## src/rtl/fpsign_pkg.sv

```systemverilog
package fpsign_pkg;

  typedef enum logic [2:0] {
    OP_NONE = 3'd0,
    OP_ABS  = 3'd1,
    OP_NEG  = 3'd2,
    OP_NABS = 3'd3,
    OP_MOVE = 3'd4
  } sign_op_e;

  localparam int PRIMARY_OPC = 63;
  localparam int NUM_OPS     = 4;
  localparam int XO_ABS      = 264;
  localparam int XO_NEG      = 40;
  localparam int XO_NABS     = 136;
  localparam int XO_MOVE     = 72;

  function automatic int op_xo(input int k);
    case (k)
      0:       return XO_ABS;
      1:       return XO_NEG;
      2:       return XO_NABS;
      default: return XO_MOVE;
    endcase
  endfunction

  function automatic sign_op_e op_code(input int k);
    case (k)
      0:       return OP_ABS;
      1:       return OP_NEG;
      2:       return OP_NABS;
      default: return OP_MOVE;
    endcase
  endfunction

endpackage

```

## src/rtl/fpsign_decode.sv

```systemverilog
module fpsign_decode
  import fpsign_pkg::*;
#(
  parameter int INSTR_W = 32,
  parameter int OPC_W   = 6,
  parameter int IDX_W   = 5,
  parameter int XO_W    = 10
) (
  input  logic [INSTR_W-1:0] instr,
  output sign_op_e           op,
  output logic               rec,
  output logic [IDX_W-1:0]   dst,
  output logic [IDX_W-1:0]   src
);

  localparam int OPC_LSB = INSTR_W - OPC_W;
  localparam int DST_LSB = OPC_LSB - IDX_W;
  localparam int SKP_LSB = DST_LSB - IDX_W;
  localparam int SRC_LSB = SKP_LSB - IDX_W;
  localparam int XO_LSB  = 1;

  logic [OPC_W-1:0] opc;
  logic [XO_W-1:0]  xo;
  logic [NUM_OPS-1:0] hit;
  logic unused_skip;

  assign opc = instr[OPC_LSB +: OPC_W];
  assign xo  = instr[XO_LSB +: XO_W];
  assign dst = instr[DST_LSB +: IDX_W];
  assign src = instr[SRC_LSB +: IDX_W];
  assign rec = instr[0];
  assign unused_skip = ^instr[SKP_LSB +: IDX_W];

  for (genvar k = 0; k < NUM_OPS; k++) begin : g_match
    assign hit[k] = (opc == OPC_W'(PRIMARY_OPC)) && (xo == XO_W'(op_xo(k)));
  end

  always_comb begin
    op = OP_NONE;
    for (int k = 0; k < NUM_OPS; k++) begin
      if (hit[k]) op = op_code(k);
    end
  end

endmodule

```

## src/rtl/fpsign_bitop.sv

```systemverilog
module fpsign_bitop
  import fpsign_pkg::*;
#(
  parameter int DATA_W = 64
) (
  input  sign_op_e          op,
  input  logic [DATA_W-1:0] din,
  output logic [DATA_W-1:0] dout
);

  localparam int SIGN = DATA_W - 1;

  logic sign_new;

  always_comb begin
    case (op)
      OP_ABS:  sign_new = 1'b0;
      OP_NEG:  sign_new = ~din[SIGN];
      OP_NABS: sign_new = 1'b1;
      default: sign_new = din[SIGN];
    endcase
  end

  assign dout = {sign_new, din[SIGN-1:0]};

endmodule

```

## src/rtl/fpsign_outreg.sv

```systemverilog
module fpsign_outreg
  import fpsign_pkg::*;
#(
  parameter int DATA_W = 64,
  parameter int IDX_W  = 5,
  parameter int CR_W   = 4
) (
  input  logic              clk,
  input  logic              rst,
  input  logic              in_valid,
  input  sign_op_e          op,
  input  logic              rec,
  input  logic [IDX_W-1:0]  dst,
  input  logic [DATA_W-1:0] res,
  input  logic [CR_W-1:0]   status,
  output logic              out_valid,
  output logic [DATA_W-1:0] result,
  output logic [IDX_W-1:0]  dst_idx,
  output logic              wr_en,
  output logic              cr_wr_en,
  output logic [CR_W-1:0]   cr_value,
  output logic              illegal
);

  logic known;
  assign known = (op != OP_NONE);

  always_ff @(posedge clk) begin
    if (rst) begin
      out_valid <= 1'b0;
      wr_en     <= 1'b0;
      cr_wr_en  <= 1'b0;
      illegal   <= 1'b0;
      result    <= '0;
      dst_idx   <= '0;
      cr_value  <= '0;
    end else begin
      out_valid <= in_valid;
      wr_en     <= in_valid && known;
      cr_wr_en  <= in_valid && known && rec;
      illegal   <= in_valid && !known;
      if (in_valid) begin
        result   <= res;
        dst_idx  <= dst;
        cr_value <= status;
      end
    end
  end

endmodule

```

## src/rtl/fpsign_unit.sv

```systemverilog
module fpsign_unit
  import fpsign_pkg::*;
#(
  parameter int DATA_W   = 64,
  parameter int INSTR_W  = 32,
  parameter int IDX_W    = 5,
  parameter int CR_W     = 4,
  parameter int CR_IDX_W = 3,
  parameter int CR_FIELD = 1
) (
  input  logic                clk,
  input  logic                rst,
  input  logic                in_valid,
  input  logic [INSTR_W-1:0]  instr,
  input  logic [DATA_W-1:0]   src_data,
  input  logic [CR_W-1:0]     status_sum,
  output logic [IDX_W-1:0]    src_idx,
  output logic                out_valid,
  output logic [DATA_W-1:0]   result,
  output logic [IDX_W-1:0]    dst_idx,
  output logic                wr_en,
  output logic                cr_wr_en,
  output logic [CR_IDX_W-1:0] cr_field,
  output logic [CR_W-1:0]     cr_value,
  output logic                illegal
);

  sign_op_e          op;
  logic              rec;
  logic [IDX_W-1:0]  dst;
  logic [DATA_W-1:0] res;

  fpsign_decode #(
    .INSTR_W(INSTR_W),
    .IDX_W  (IDX_W)
  ) u_dec (
    .instr(instr),
    .op   (op),
    .rec  (rec),
    .dst  (dst),
    .src  (src_idx)
  );

  fpsign_bitop #(
    .DATA_W(DATA_W)
  ) u_bit (
    .op  (op),
    .din (src_data),
    .dout(res)
  );

  fpsign_outreg #(
    .DATA_W(DATA_W),
    .IDX_W (IDX_W),
    .CR_W  (CR_W)
  ) u_out (
    .clk      (clk),
    .rst      (rst),
    .in_valid (in_valid),
    .op       (op),
    .rec      (rec),
    .dst      (dst),
    .res      (res),
    .status   (status_sum),
    .out_valid(out_valid),
    .result   (result),
    .dst_idx  (dst_idx),
    .wr_en    (wr_en),
    .cr_wr_en (cr_wr_en),
    .cr_value (cr_value),
    .illegal  (illegal)
  );

  assign cr_field = CR_IDX_W'(CR_FIELD);

endmodule

```

## config.mk

```make
export PLATFORM = sky130hd
export DESIGN_NAME = fpsign_unit
export DESIGN_NICKNAME = d
export VERILOG_FILES = /design/src/rtl/fpsign_pkg.sv /design/src/rtl/fpsign_decode.sv /design/src/rtl/fpsign_bitop.sv /design/src/rtl/fpsign_outreg.sv /design/src/rtl/fpsign_unit.sv
export SDC_FILE = /design/constraint.sdc
export NUM_CORES = 1
export LEC_CHECK = 0
export BUFFER_PORTS_ARGS = -buffer_cell sky130_fd_sc_hd__buf_2
export CORE_AREA = 2 2 90 92
export DETAILED_ROUTE_END_ITERATION = 8
export DIE_AREA = 0 0 92 94
export GPL_TIMING_DRIVEN = 0
export PLACE_DENSITY = 0.75
export SETUP_SLACK_MARGIN = 0.2
export SLEW_MARGIN = 20
export SYNTH_ARGS = -nofsm -noshare
export SYNTH_HDL_FRONTEND = slang
export SYNTH_SLANG_ARGS = --single-unit
```

## constraint.sdc

```tcl
create_clock -name clk -period 2.3 [get_ports clk]
set_clock_uncertainty 0.15 [all_clocks]
set_input_delay 0.69 -clock clk [delete_from_list [all_inputs] [get_ports clk]]
set_output_delay 0.69 -clock clk [all_outputs]
set_load 0.02 [all_outputs]
```

==> metrics.txt, run 1 <==
# TYPE chip_impl_metric gauge
chip_impl_metric{name="io-pin-count",unit=""} 188
chip_impl_metric{name="postSynthCellCount",unit=""} 271
chip_impl_info{name="hold_path_class",value="reg2reg"} 1
chip_impl_metric{name="drt-initial-drc-count",unit=""} 30
chip_impl_metric{name="track_usage",unit="%"} 15.5
chip_impl_metric{name="setup_repair_bufs_after_cts",unit=""} 0
chip_impl_info{name="grt_setup_unrepaired",value="no"} 1
chip_impl_metric{name="multi_input_area",unit="mm2"} 0.00118
chip_impl_metric{name="crit_fanout",unit=""} 3
chip_impl_metric{name="postSynthRegisterBits",unit=""} 77
chip_impl_metric{name="detailed_place_hpwl",unit="um"} 5270
chip_impl_metric{name="timing.fmax",unit="GHz"} 0.510
chip_impl_metric{name="die_width",unit="um"} 92
chip_impl_metric{name="fp.dieArea",unit="mm2"} 0.00865
chip_impl_metric{name="synth_cell_types",unit=""} 27
chip_impl_metric{name="netlist_area_pre_place",unit="mm2"} 0.00285
chip_impl_metric{name="final-hold-violation-count",unit=""} 0
chip_impl_info{name="layout.cells.most_common",value="sky130_fd_sc_hd__buf_2"} 1
chip_impl_info{name="type_of_element_capturing_the_critical_path",value="flop"} 1
chip_impl_metric{name="postSynthAreaPerCell",unit="um2"} 10.5
chip_impl_metric{name="dp_slack",unit="ns"} -0.0146
chip_impl_metric{name="tritoncts.num_buffers",unit=""} 9
chip_impl_metric{name="floorplan.rows",unit=""} 32
chip_impl_metric{name="route.detailed.drc",unit=""} 0
chip_impl_metric{name="cap_violations",unit=""} 0
chip_impl_metric{name="fin_nets",unit=""} 560
chip_impl_info{name="timing.rr.start",value="u_out.result[63]"} 1
chip_impl_metric{name="part_of_the_cycle_the_worst_path_needs",unit="%"} 85.3
chip_impl_metric{name="finalWirelength",unit="um"} 6820
chip_impl_metric{name="fin_area",unit="mm2"} 0.00403
chip_impl_metric{name="gpl.final_weighted_congestion",unit=""} 0.774
chip_impl_metric{name="worst_ir_drop_on_vdd",unit="mV"} 0.368
chip_impl_metric{name="initial_utilization",unit="%"} 37.5
chip_impl_metric{name="holdPathStages",unit=""} 2
chip_impl_metric{name="finalSetupViolations",unit=""} 0
chip_impl_metric{name="route.detailed.wl_per_inst",unit="um"} 12.1
chip_impl_metric{name="final.setup.worst_slack",unit="ns"} 0.338
chip_impl_metric{name="ff2ff_path_depth",unit=""} 2
chip_impl_info{name="status",value="finished, final reports clean"} 1
chip_impl_metric{name="holdWs",unit="ns"} 0.338
chip_impl_metric{name="maxSlewHeadroom",unit="%"} 52.3
chip_impl_metric{name="dr_total_vias",unit=""} 2496
chip_impl_metric{name="drive_gt1_share",unit="%"} 45.0
chip_impl_metric{name="clkSinkCount",unit=""} 77
chip_impl_metric{name="flow.area_growth_from_synthesis",unit="%"} 41.3
chip_impl_metric{name="detail_route.first_pass.iterations",unit=""} 4
chip_impl_metric{name="grt_first_pass_wirelength",unit="um"} 10600
chip_impl_metric{name="core-area",unit="mm2"} 0.00761
chip_impl_metric{name="final-max-slew-violation-count",unit=""} 0
chip_impl_metric{name="ff2ff_setup_slack",unit="ns"} 1.46
chip_impl_info{name="synthFlopType",value="sky130_fd_sc_hd__dfxtp_1"} 1
chip_impl_metric{name="critPathRequiredTime",unit="ns"} 2.40
chip_impl_info{name="tritoncts",value="built"} 1
chip_impl_metric{name="antenna_found_initial",unit=""} 0
chip_impl_metric{name="cts_buffer_depth",unit=""} 2
chip_impl_metric{name="area.sequential",unit="mm2"} 0.00154
chip_impl_metric{name="detail-route-antenna-nets",unit=""} 0
chip_impl_metric{name="grt_remaining_overflow",unit=""} 0
chip_impl_metric{name="clk_latency",unit="ns"} 0.34
chip_impl_metric{name="p_per_area",unit="mW/mm2"} 698
chip_impl_metric{name="power.static_leakage",unit="nW"} 2.20
chip_impl_metric{name="ctsHtreeMaxLevel",unit=""} 3
chip_impl_metric{name="postSynth.asyncResetShare",unit="%"} 0
chip_impl_metric{name="synth-seq-area-share",unit="%"} 54.0
chip_impl_info{name="worst_setup_path_start_kind",value="input port"} 1
chip_impl_metric{name="max_slew.worst_pin.slew",unit="ns"} 0.716
chip_impl_metric{name="n_antenna_cell",unit=""} 0
chip_impl_info{name="final_cell_mix",value="sky130_fd_sc_hd__buf_2, sky130_fd_sc_hd__dfxtp_1, sky130_fd_sc_hd__nor2_1"} 1
chip_impl_metric{name="number_of_buffers_inserted_by_hold_repair_at_cts",unit=""} 0
chip_impl_info{name="critical_path.reg2reg.endpoint",value="u_out.result[63]"} 1
chip_impl_info{name="worst_setup_path_startpoint",value="instr[10]"} 1
chip_impl_metric{name="cp_data_arrival_time",unit="ns"} 2.06
chip_impl_info{name="cts_root_buffer",value="sky130_fd_sc_hd__clkbuf_8"} 1
chip_impl_metric{name="count_of_warnings_emitted_by_yosys",unit=""} 0
chip_impl_metric{name="clkTransAtPathRegs",unit="ns"} 0.08
chip_impl_metric{name="first_global_vias",unit=""} 2362
chip_impl_metric{name="io_buffer_count",unit=""} 174
chip_impl_metric{name="floorplan.die.height",unit="um"} 94
chip_impl_metric{name="vias_per_cell",unit=""} 4.43
chip_impl_metric{name="cts-resized-gates",unit=""} 0
chip_impl_metric{name="place_area",unit="mm2"} 0.00386
chip_impl_metric{name="n_fill_cell",unit=""} 726
chip_impl_info{name="worstSetupEndpoint",value="u_out.result[63]"} 1
chip_impl_metric{name="synth_edf_count",unit=""} 0
chip_impl_metric{name="layout_min_cycle_time",unit="ns"} 1.96
chip_impl_info{name="classification_of_the_worst_setup_path",value="in2reg"} 1
chip_impl_metric{name="grt_max_degree",unit=""} 15
## report_power, final
part,total (mW),internal (mW),switching [mW]
clock,0.899,0.395,0.504
sequential,1.44,1.41,0.0347
combinational,0.471,0.204,0.267
## layer usage
metal | global-route usage [%] | wire length, um | vias to the layer above | part of all wire, %
li1 | - | - | 1265 | -
met1 | 16.1 | 2780 | 1118 | 41
met2 | 28.6 | 3360 | 102 | 49
met3 | 4.90 | 561 | 11 | 8.2
met4 | 6.47 | 114 | 0 | 1.7
met5 | 0 | 0 | - | 0
## cell type report
| cell class | instances | share of cell area (%) |
|---|---|---|
| buffer | 24 | 3.17 |
| clock buffer | 9 | 3.07 |
| clock inverter | 7 | 1.27 |
| inverter | 1 | 0.0931 |
| multi-input combinational | 170 | 29.4 |
| sequential | 77 | 38.2 |
| tap | 102 | 3.17 |
| timing repair buffer | 174 | 21.6 |
## cell usage after synthesis (2+ instances only)
cell type	instances	share of area [%]
sky130_fd_sc_hd__nor2_1	75	9.9
sky130_fd_sc_hd__buf_1	3	0.39
sky130_fd_sc_hd__xor2_1	2	0.61
sky130_fd_sc_hd__conb_1	2	0.26
sky130_fd_sc_hd__buf_4	8	2.1
sky130_fd_sc_hd__clkbuf_1	7	0.92
sky130_fd_sc_hd__dfxtp_1	77	54
sky130_fd_sc_hd__mux2i_1	72	25
sky130_fd_sc_hd__nor2b_1	2	0.44
sky130_fd_sc_hd__buf_2	6	1.1
## metrics by stage
step	TNS [ns]	std cells	util (%)	power, mW
after floorplan	0	272	-	1.76
after global placement	-0.000146	548	50.7	1.94
after detailed placement	-0.0155	548	50.7	1.95
after CTS	0	564	53.0	2.85
after global routing	0	564	53.0	2.95
final	0	564	53.0	2.81
## worst max-delay path, cell delays in order
cell and delay, ns:
sky130_fd_sc_hd__buf_2 0.09, sky130_fd_sc_hd__or4_4 0.52, sky130_fd_sc_hd__or3_4 0.35, sky130_fd_sc_hd__nand4b_4 0.17
sky130_fd_sc_hd__a311oi_2 0.23
## logic make-up (layout without fill, tap and decap cells)
kind of cell / Yosys count / in the layout / synth area share, %
and+or+nand+nor: 88 / 88 / 13.9
DFF: 77 / 77 / 54.0
muxes: 72 / 72 / 25.3
buffers and inverters: 25 / 215 / 4.60
AOI/OAI and AO/OA: 5 / 5 / 1.36
other: 2 / 3 / 0.263
xor gates and xnor gates: 2 / 2 / 0.614
## sequential cells by signal (all words and copies together) (netlist names)
register         count
u_out.result        64
u_out.cr_value       4
u_out.illegal        1
u_out.out_valid      1
u_out.cr_wr_en       1
u_out.dst_idx        5
u_out.wr_en          1
## worst min-delay path by stage
stage	slack (ns)	to	start
3_3_place_gp	0.32	u_out.result[7]	u_out.result[7]
6_report	0.34	u_out.result[7]	u_out.result[7]
5_1_grt	0.36	u_out.result[7]	u_out.result[7]
3_5_place_dp	0.32	u_out.result[7]	u_out.result[7]
2_1_floorplan	0.43	u_out.cr_value[0]	u_out.cr_value[0]
4_1_cts	0.34	u_out.result[6]	u_out.result[6]
No activity file was read; power rests on OpenSTA's default activity.
==> inputs of run 2 (changes only) <==
Settings changed: CORE_AREA 2 2 90 92 to 2 2 83 125, DIE_AREA 0 0 92 94 to 0 0 85 127, PLACE_DENSITY 0.75 to 0.62.
==> run 2 against run 1 <==
Compared with the run above: worst hold slack lost 0.0074 ns; utilization is 9.6 points lower; power up 20%; non-clock buffer count unchanged; wire length up 3.3%; count of clock-buffer cells in the layout up 3; combinational power hardly changed; critical endpoint unchanged; largest power group unchanged.
==> metrics.txt, run 2 (same netlist as run 1, synthesis figures left out) <==
# TYPE chip_impl_metric gauge
chip_impl_info{name="status",value="finished, final reports clean"} 1
chip_impl_metric{name="pwr-share-comb",unit="%"} 14.0
chip_impl_metric{name="fin_nets",unit=""} 560
chip_impl_metric{name="drive_gt1_share",unit="%"} 44.4
chip_impl_metric{name="vias_per_cell",unit=""} 4.31
chip_impl_metric{name="detail_route.first_pass.iterations",unit=""} 6
chip_impl_metric{name="route.detailed.wl_per_inst",unit="um"} 12.2
chip_impl_metric{name="max_slew.worst_pin.slew",unit="ns"} 0.783
chip_impl_metric{name="final.setup.worst_slack",unit="ns"} 0.333
chip_impl_info{name="classification_of_the_worst_setup_path",value="in2reg"} 1
chip_impl_metric{name="sequentialPowerShare",unit="%"} 43.0
chip_impl_metric{name="initial_utilization",unit="%"} 29.6
chip_impl_metric{name="grt_remaining_overflow",unit=""} 0
chip_impl_metric{name="flow.area_growth_from_synthesis",unit="%"} 46.5
chip_impl_metric{name="detail-route-antenna-nets",unit=""} 0
chip_impl_info{name="grt_setup_unrepaired",value="no"} 1
chip_impl_metric{name="grt_max_degree",unit=""} 13
chip_impl_metric{name="floorplan.die.height",unit="um"} 127
chip_impl_metric{name="detailed_place_hpwl",unit="um"} 5610
chip_impl_metric{name="tritoncts.num_buffers",unit=""} 9
chip_impl_metric{name="switching_share",unit="%"} 23.8
chip_impl_metric{name="cap_violations",unit=""} 0
chip_impl_metric{name="setup_repair_bufs_after_cts",unit=""} 0
chip_impl_metric{name="dp_slack",unit="ns"} -0.0323
chip_impl_metric{name="finalSetupViolations",unit=""} 0
chip_impl_info{name="regMostFlops",value="u_out.result"} 1
chip_impl_metric{name="place_area",unit="mm2"} 0.00387
chip_impl_metric{name="p_per_area",unit="mW/mm2"} 806
chip_impl_metric{name="route.detailed.drc",unit=""} 0
chip_impl_info{name="hold_path_class",value="reg2reg"} 1
chip_impl_metric{name="fin_area",unit="mm2"} 0.00418
chip_impl_metric{name="core-area",unit="mm2"} 0.00963
chip_impl_metric{name="n_antenna_cell",unit=""} 0
chip_impl_metric{name="dpl.cell_count",unit=""} 561
chip_impl_info{name="worst_setup_path_start_kind",value="input port"} 1
chip_impl_metric{name="gpl.final_weighted_congestion",unit=""} 0.726
chip_impl_metric{name="cts_buffer_depth",unit=""} 2
chip_impl_metric{name="clk_latency",unit="ns"} 0.32
chip_impl_metric{name="largest_reg_flops",unit=""} 64
chip_impl_metric{name="area.sequential",unit="mm2"} 0.00154
chip_impl_metric{name="clkSinkCount",unit=""} 77
chip_impl_metric{name="ctsHtreeMaxLevel",unit=""} 3
chip_impl_metric{name="power.clock.fraction",unit="%"} 43.0
chip_impl_metric{name="io_buffer_count",unit=""} 174
chip_impl_metric{name="final-hold-violation-count",unit=""} 0
chip_impl_metric{name="cp_data_arrival_time",unit="ns"} 2.06
chip_impl_info{name="final_cell_mix",value="sky130_fd_sc_hd__buf_2, sky130_fd_sc_hd__dfxtp_1, sky130_fd_sc_hd__nor2_1"} 1
chip_impl_metric{name="fp.dieArea",unit="mm2"} 0.0108
chip_impl_metric{name="n_fill_cell",unit=""} 971
chip_impl_metric{name="crit_fanout",unit=""} 3
chip_impl_metric{name="antenna_found_initial",unit=""} 0
chip_impl_metric{name="post_layout_nonfiller_instances",unit=""} 577
chip_impl_metric{name="internal_cell_power",unit="mW"} 2.57
chip_impl_metric{name="cts-resized-gates",unit=""} 0
chip_impl_metric{name="layout_min_cycle_time",unit="ns"} 1.97
chip_impl_info{name="type_of_element_capturing_the_critical_path",value="flop"} 1
chip_impl_metric{name="part_of_the_cycle_the_worst_path_needs",unit="%"} 85.5
chip_impl_info{name="tritoncts",value="built"} 1
chip_impl_metric{name="worst_ir_drop_on_vdd",unit="mV"} 0.604
chip_impl_metric{name="maxSlewHeadroom",unit="%"} 47.8
chip_impl_metric{name="clkTransAtPathRegs",unit="ns"} 0.06
chip_impl_metric{name="grt_first_pass_wirelength",unit="um"} 11200
chip_impl_metric{name="critPathRequiredTime",unit="ns"} 2.39
chip_impl_metric{name="finalPower",unit="mW"} 3.37
chip_impl_metric{name="die_width",unit="um"} 85
chip_impl_metric{name="multi_input_area",unit="mm2"} 0.00118
chip_impl_metric{name="finalWirelength",unit="um"} 7040
chip_impl_metric{name="dr_total_vias",unit=""} 2484
chip_impl_metric{name="timing.fmax",unit="GHz"} 0.508
chip_impl_info{name="layout.cells.most_common",value="sky130_fd_sc_hd__buf_2"} 1
chip_impl_metric{name="floorplan.rows",unit=""} 44
chip_impl_metric{name="power.static_leakage",unit="nW"} 2.26
chip_impl_metric{name="netSwitchingPower",unit="uW"} 803
chip_impl_metric{name="io-pin-count",unit=""} 188
chip_impl_metric{name="drt-initial-drc-count",unit=""} 50
chip_impl_metric{name="number_of_buffers_inserted_by_hold_repair_at_cts",unit=""} 0
chip_impl_metric{name="track_usage",unit="%"} 13.0
chip_impl_info{name="largestRegisters",value="u_out.result x64, u_out.dst_idx x5, u_out.cr_value x4"} 1
chip_impl_metric{name="first_global_vias",unit=""} 2452
chip_impl_info{name="cts_root_buffer",value="sky130_fd_sc_hd__clkbuf_16"} 1
chip_impl_metric{name="final-max-slew-violation-count",unit=""} 0
-- run 2: path summary, 6_finish.rpt --
kind	slack (ns)	end	from	cells after the start
min reg2reg	0.33	u_out.result[50]	u_out.result[50]	2
min	0.33	u_out.result[50]	u_out.result[50]	2
max reg2reg	1.46	u_out.result[63]	u_out.result[63]	2
max	0.33	u_out.result[63]	instr[10]	5
-- run 2: critical path, stage by stage --
cell	delay, ns
sky130_fd_sc_hd__buf_2	0.10
sky130_fd_sc_hd__or4_4	0.52
sky130_fd_sc_hd__or3_4	0.35
sky130_fd_sc_hd__nand4b_4	0.17
sky130_fd_sc_hd__a311oi_2	0.22
-- run 2: area by class of cell --
class                           instances  share of cell area (%)
Multi-Input combinational cell        170                    28.3
Sequential cell                        77                    36.9
Buffer                                 24                    3.05
Timing Repair Buffer                  174                    20.8
Inverter                                1                  0.0898
Tap cell                              115                    3.44
Clock buffer                           12                    5.66
Clock inverter                          4                    1.74
-- run 2: metal layers --
metal | vias up | share of wire [%] | track usage [%]
met2 | 104 | 53 | 23.6
met5 | - | 0 | 0
met4 | 0 | 1.6 | 6.07
met3 | 7 | 7.7 | 3.36
met1 | 1105 | 38 | 13.9
li1 | 1268 | - | -
-- run 2: metrics by stage --
| step | hold slack, ns | util [%] | setup TNS, ns |
|---|---|---|---|
| final | 0.331 | 43.4 | 0 |
| after global routing | 0.352 | 43.4 | 0 |
| after CTS | 0.338 | 43.4 | 0 |
| after detailed placement | 0.325 | 40.2 | -0.0874 |
| after global placement | 0.318 | 40.2 | 0 |
| after floorplan | 0.433 | - | 0 |
-- run 2: power by group through the flow --
stage | combinational (mW) | clock, mW | sequential [mW]
floorplan | 0.183 | 0 | 1.57
global placement | 0.470 | 0 | 1.47
detailed placement | 0.479 | 0 | 1.48
CTS | 0.479 | 1.50 | 1.45
global route | 0.514 | 1.56 | 1.46
finish | 0.471 | 1.45 | 1.45
==> inputs of run 3 (changes only) <==
Settings changed: BUFFER_PORTS_ARGS -buffer_cell sky130_fd_sc_hd__buf_2 to -buffer_cell sky130_fd_sc_hd__clkbuf_2.
==> run 3 against run 2 <==
Compared with the run above: register-to-register slack is essentially flat; global-route usage grew 0.23 points; wire length grew 3.1%; final cell count shrank 0.17%; largest cell class unchanged; worst hold slack gained 0.012 ns.
==> metrics.txt, run 3 (same netlist as run 1, synthesis figures left out) <==
# TYPE chip_impl_metric gauge
chip_impl_info{name="timing.rr.start",value="u_out.result[63]"} 1
chip_impl_metric{name="p_per_area",unit="mW/mm2"} 824
chip_impl_metric{name="critPathRequiredTime",unit="ns"} 2.39
chip_impl_metric{name="drive_gt1_share",unit="%"} 44.9
chip_impl_info{name="hold_path_class",value="reg2reg"} 1
chip_impl_info{name="type_of_element_capturing_the_critical_path",value="flop"} 1
chip_impl_metric{name="first_global_vias",unit=""} 2485
chip_impl_metric{name="route.detailed.wl_per_inst",unit="um"} 12.6
chip_impl_metric{name="setup_repair_bufs_after_cts",unit=""} 0
chip_impl_metric{name="track_usage",unit="%"} 13.3
chip_impl_metric{name="grt_max_degree",unit=""} 13
chip_impl_metric{name="detailed_place_hpwl",unit="um"} 5750
chip_impl_metric{name="grt_remaining_overflow",unit=""} 0
chip_impl_metric{name="delay_of_the_slowest_cell_on_the_worst_path",unit="ns"} 0.52
chip_impl_metric{name="ff2ff_setup_slack",unit="ns"} 1.45
chip_impl_metric{name="number_of_buffers_inserted_by_hold_repair_at_cts",unit=""} 0
chip_impl_metric{name="ff2ff_path_depth",unit=""} 2
chip_impl_info{name="largestRegisters",value="u_out.result x64, u_out.dst_idx x5, u_out.cr_value x4"} 1
chip_impl_metric{name="cp_data_arrival_time",unit="ns"} 2.04
chip_impl_metric{name="timing.fmax",unit="GHz"} 0.512
chip_impl_metric{name="finalSetupViolations",unit=""} 0
chip_impl_info{name="grt_setup_unrepaired",value="no"} 1
chip_impl_metric{name="worst_ir_drop_on_vdd",unit="mV"} 0.362
chip_impl_info{name="layout.cells.most_common",value="sky130_fd_sc_hd__clkbuf_2"} 1
chip_impl_metric{name="final_total_negative_setup_slack",unit="ns"} 0
chip_impl_metric{name="dpl.cell_count",unit=""} 561
chip_impl_info{name="cts_root_buffer",value="sky130_fd_sc_hd__clkbuf_16"} 1
chip_impl_metric{name="critical_path_buf_inv_count",unit=""} 1
chip_impl_metric{name="initial_utilization",unit="%"} 29.6
chip_impl_metric{name="cts_buffer_depth",unit=""} 2
chip_impl_metric{name="grt_first_pass_wirelength",unit="um"} 11300
chip_impl_metric{name="clkTransAtPathRegs",unit="ns"} 0.06
chip_impl_metric{name="clk_latency",unit="ns"} 0.32
chip_impl_metric{name="finalWirelength",unit="um"} 7260
chip_impl_metric{name="n_antenna_cell",unit=""} 0
chip_impl_metric{name="core-area",unit="mm2"} 0.00963
chip_impl_info{name="regMostFlops",value="u_out.result"} 1
chip_impl_metric{name="layout_min_cycle_time",unit="ns"} 1.95
chip_impl_info{name="worst_setup_path_start_kind",value="input port"} 1
chip_impl_metric{name="part_of_the_cycle_the_worst_path_needs",unit="%"} 84.9
chip_impl_metric{name="power.static_leakage",unit="nW"} 2.25
chip_impl_metric{name="die_width",unit="um"} 85
chip_impl_metric{name="post_layout_nonfiller_instances",unit=""} 576
chip_impl_metric{name="dr_total_vias",unit=""} 2505
chip_impl_info{name="critical_path.reg2reg.endpoint",value="u_out.result[63]"} 1
chip_impl_metric{name="gpl.final_weighted_congestion",unit=""} 0.731
chip_impl_metric{name="largest_reg_flops",unit=""} 64
chip_impl_metric{name="floorplan.rows",unit=""} 44
chip_impl_metric{name="ctsHtreeMaxLevel",unit=""} 3
chip_impl_metric{name="drt-initial-drc-count",unit=""} 36
chip_impl_metric{name="io_buffer_count",unit=""} 174
chip_impl_metric{name="vias_per_cell",unit=""} 4.35
chip_impl_metric{name="detail_route.first_pass.iterations",unit=""} 4
chip_impl_metric{name="cts-resized-gates",unit=""} 0
chip_impl_metric{name="route.detailed.drc",unit=""} 0
chip_impl_info{name="tritoncts",value="built"} 1
chip_impl_metric{name="fp.dieArea",unit="mm2"} 0.0108
chip_impl_metric{name="antenna_found_initial",unit=""} 0
chip_impl_metric{name="n_fill_cell",unit=""} 989
chip_impl_metric{name="final-max-slew-violation-count",unit=""} 0
chip_impl_metric{name="place_area",unit="mm2"} 0.00387
chip_impl_info{name="hold_path_startpoint",value="u_out.result[7]"} 1
chip_impl_metric{name="final-hold-violation-count",unit=""} 0
chip_impl_info{name="timing.critical_path.max_delay_family",value="simple AND/OR/NAND/NOR gates"} 1
chip_impl_metric{name="fin_nets",unit=""} 560
chip_impl_metric{name="maxSlewHeadroom",unit="%"} 47.1
chip_impl_metric{name="cap_violations",unit=""} 0
chip_impl_metric{name="crit_fanout",unit=""} 3
chip_impl_metric{name="tritoncts.num_buffers",unit=""} 9
chip_impl_info{name="classification_of_the_worst_setup_path",value="in2reg"} 1
chip_impl_metric{name="holdWs",unit="ns"} 0.342
chip_impl_info{name="crit_path_cell_trace",value="clkbuf_2, or4_4, or3_4, nand4b_4, a311oi_2"} 1
chip_impl_info{name="status",value="finished, final reports clean"} 1
chip_impl_info{name="final_cell_mix",value="sky130_fd_sc_hd__clkbuf_2, sky130_fd_sc_hd__dfxtp_1, sky130_fd_sc_hd__nor2_1"} 1
chip_impl_metric{name="clkSinkCount",unit=""} 77
chip_impl_metric{name="detail-route-antenna-nets",unit=""} 0
chip_impl_metric{name="fin_area",unit="mm2"} 0.00421
chip_impl_info{name="cpMaxStageDelayCell",value="sky130_fd_sc_hd__or4_4"} 1
chip_impl_metric{name="floorplan.die.height",unit="um"} 127
chip_impl_metric{name="max_slew.worst_pin.slew",unit="ns"} 0.794
chip_impl_metric{name="io-pin-count",unit=""} 188
chip_impl_info{name="worstHoldEndpoint",value="u_out.result[7]"} 1
chip_impl_metric{name="flow.area_growth_from_synthesis",unit="%"} 47.4
chip_impl_metric{name="holdPathStages",unit=""} 2
==> run 3: metrics by stage <==
| stage | power, mW | util, % | setup slack (ns) |
|---|---|---|---|
| floorplan | 1.76 | - | 0.137 |
| global placement | 1.94 | 40.2 | 0.0167 |
| detailed placement | 1.96 | 40.2 | -0.0222 |
| CTS | 3.52 | 43.7 | 0.322 |
| global route | 3.62 | 43.7 | 0.214 |
| finish | 3.47 | 43.7 | 0.348 |
==> run 3: power breakdown <==
part	internal, mW	leakage (nW)	switching (mW)
registers	1.41	0.636	0.0386
logic	0.203	1.46	0.268
clock network	1.03	0.161	0.512
==> run 3: worst max-delay path by stage <==
stage               from                to  slack [ns]  cells past startpoint
2_1_floorplan  instr[10]  u_out.result[63]        0.14                      4
3_3_place_gp    in_valid   u_out.result[0]        0.02                      5
3_5_place_dp    in_valid  u_out.result[30]       -0.02                      5
4_1_cts         in_valid  u_out.result[30]        0.32                      5
5_1_grt         in_valid  u_out.result[30]        0.21                      5
6_report       instr[10]  u_out.result[63]        0.35                      5
==> run 3: area by class of cell <==
cell class | instances | area, um2 | share of cell area (%)
sequential | 77 | 1540 | 36.6
tap | 115 | 144 | 3.42
timing repair buffer | 174 | 871 | 20.7
clock inverter | 3 | 67.6 | 1.61
clock buffer | 12 | 267 | 6.34
inverter | 1 | 3.75 | 0.0892
buffer | 24 | 128 | 3.03
multi-input combinational | 170 | 1180 | 28.2
==> run 3: routing by layer <==
metal  up-vias  GRT usage, %  share of wire [%]
li1       1268             -                  -
met1      1120          13.9                 38
met2       110          24.3                 53
met3         7          3.68                6.8
met4         0          5.88                1.7
met5         -             0                  0
==> run 3: tightest hold or removal path, cell delays in order (launching register included) <==
cell	delay (ns)
sky130_fd_sc_hd__dfxtp_1	0.32
sky130_fd_sc_hd__mux2i_1	0.06
sky130_fd_sc_hd__nor2_1	0.07
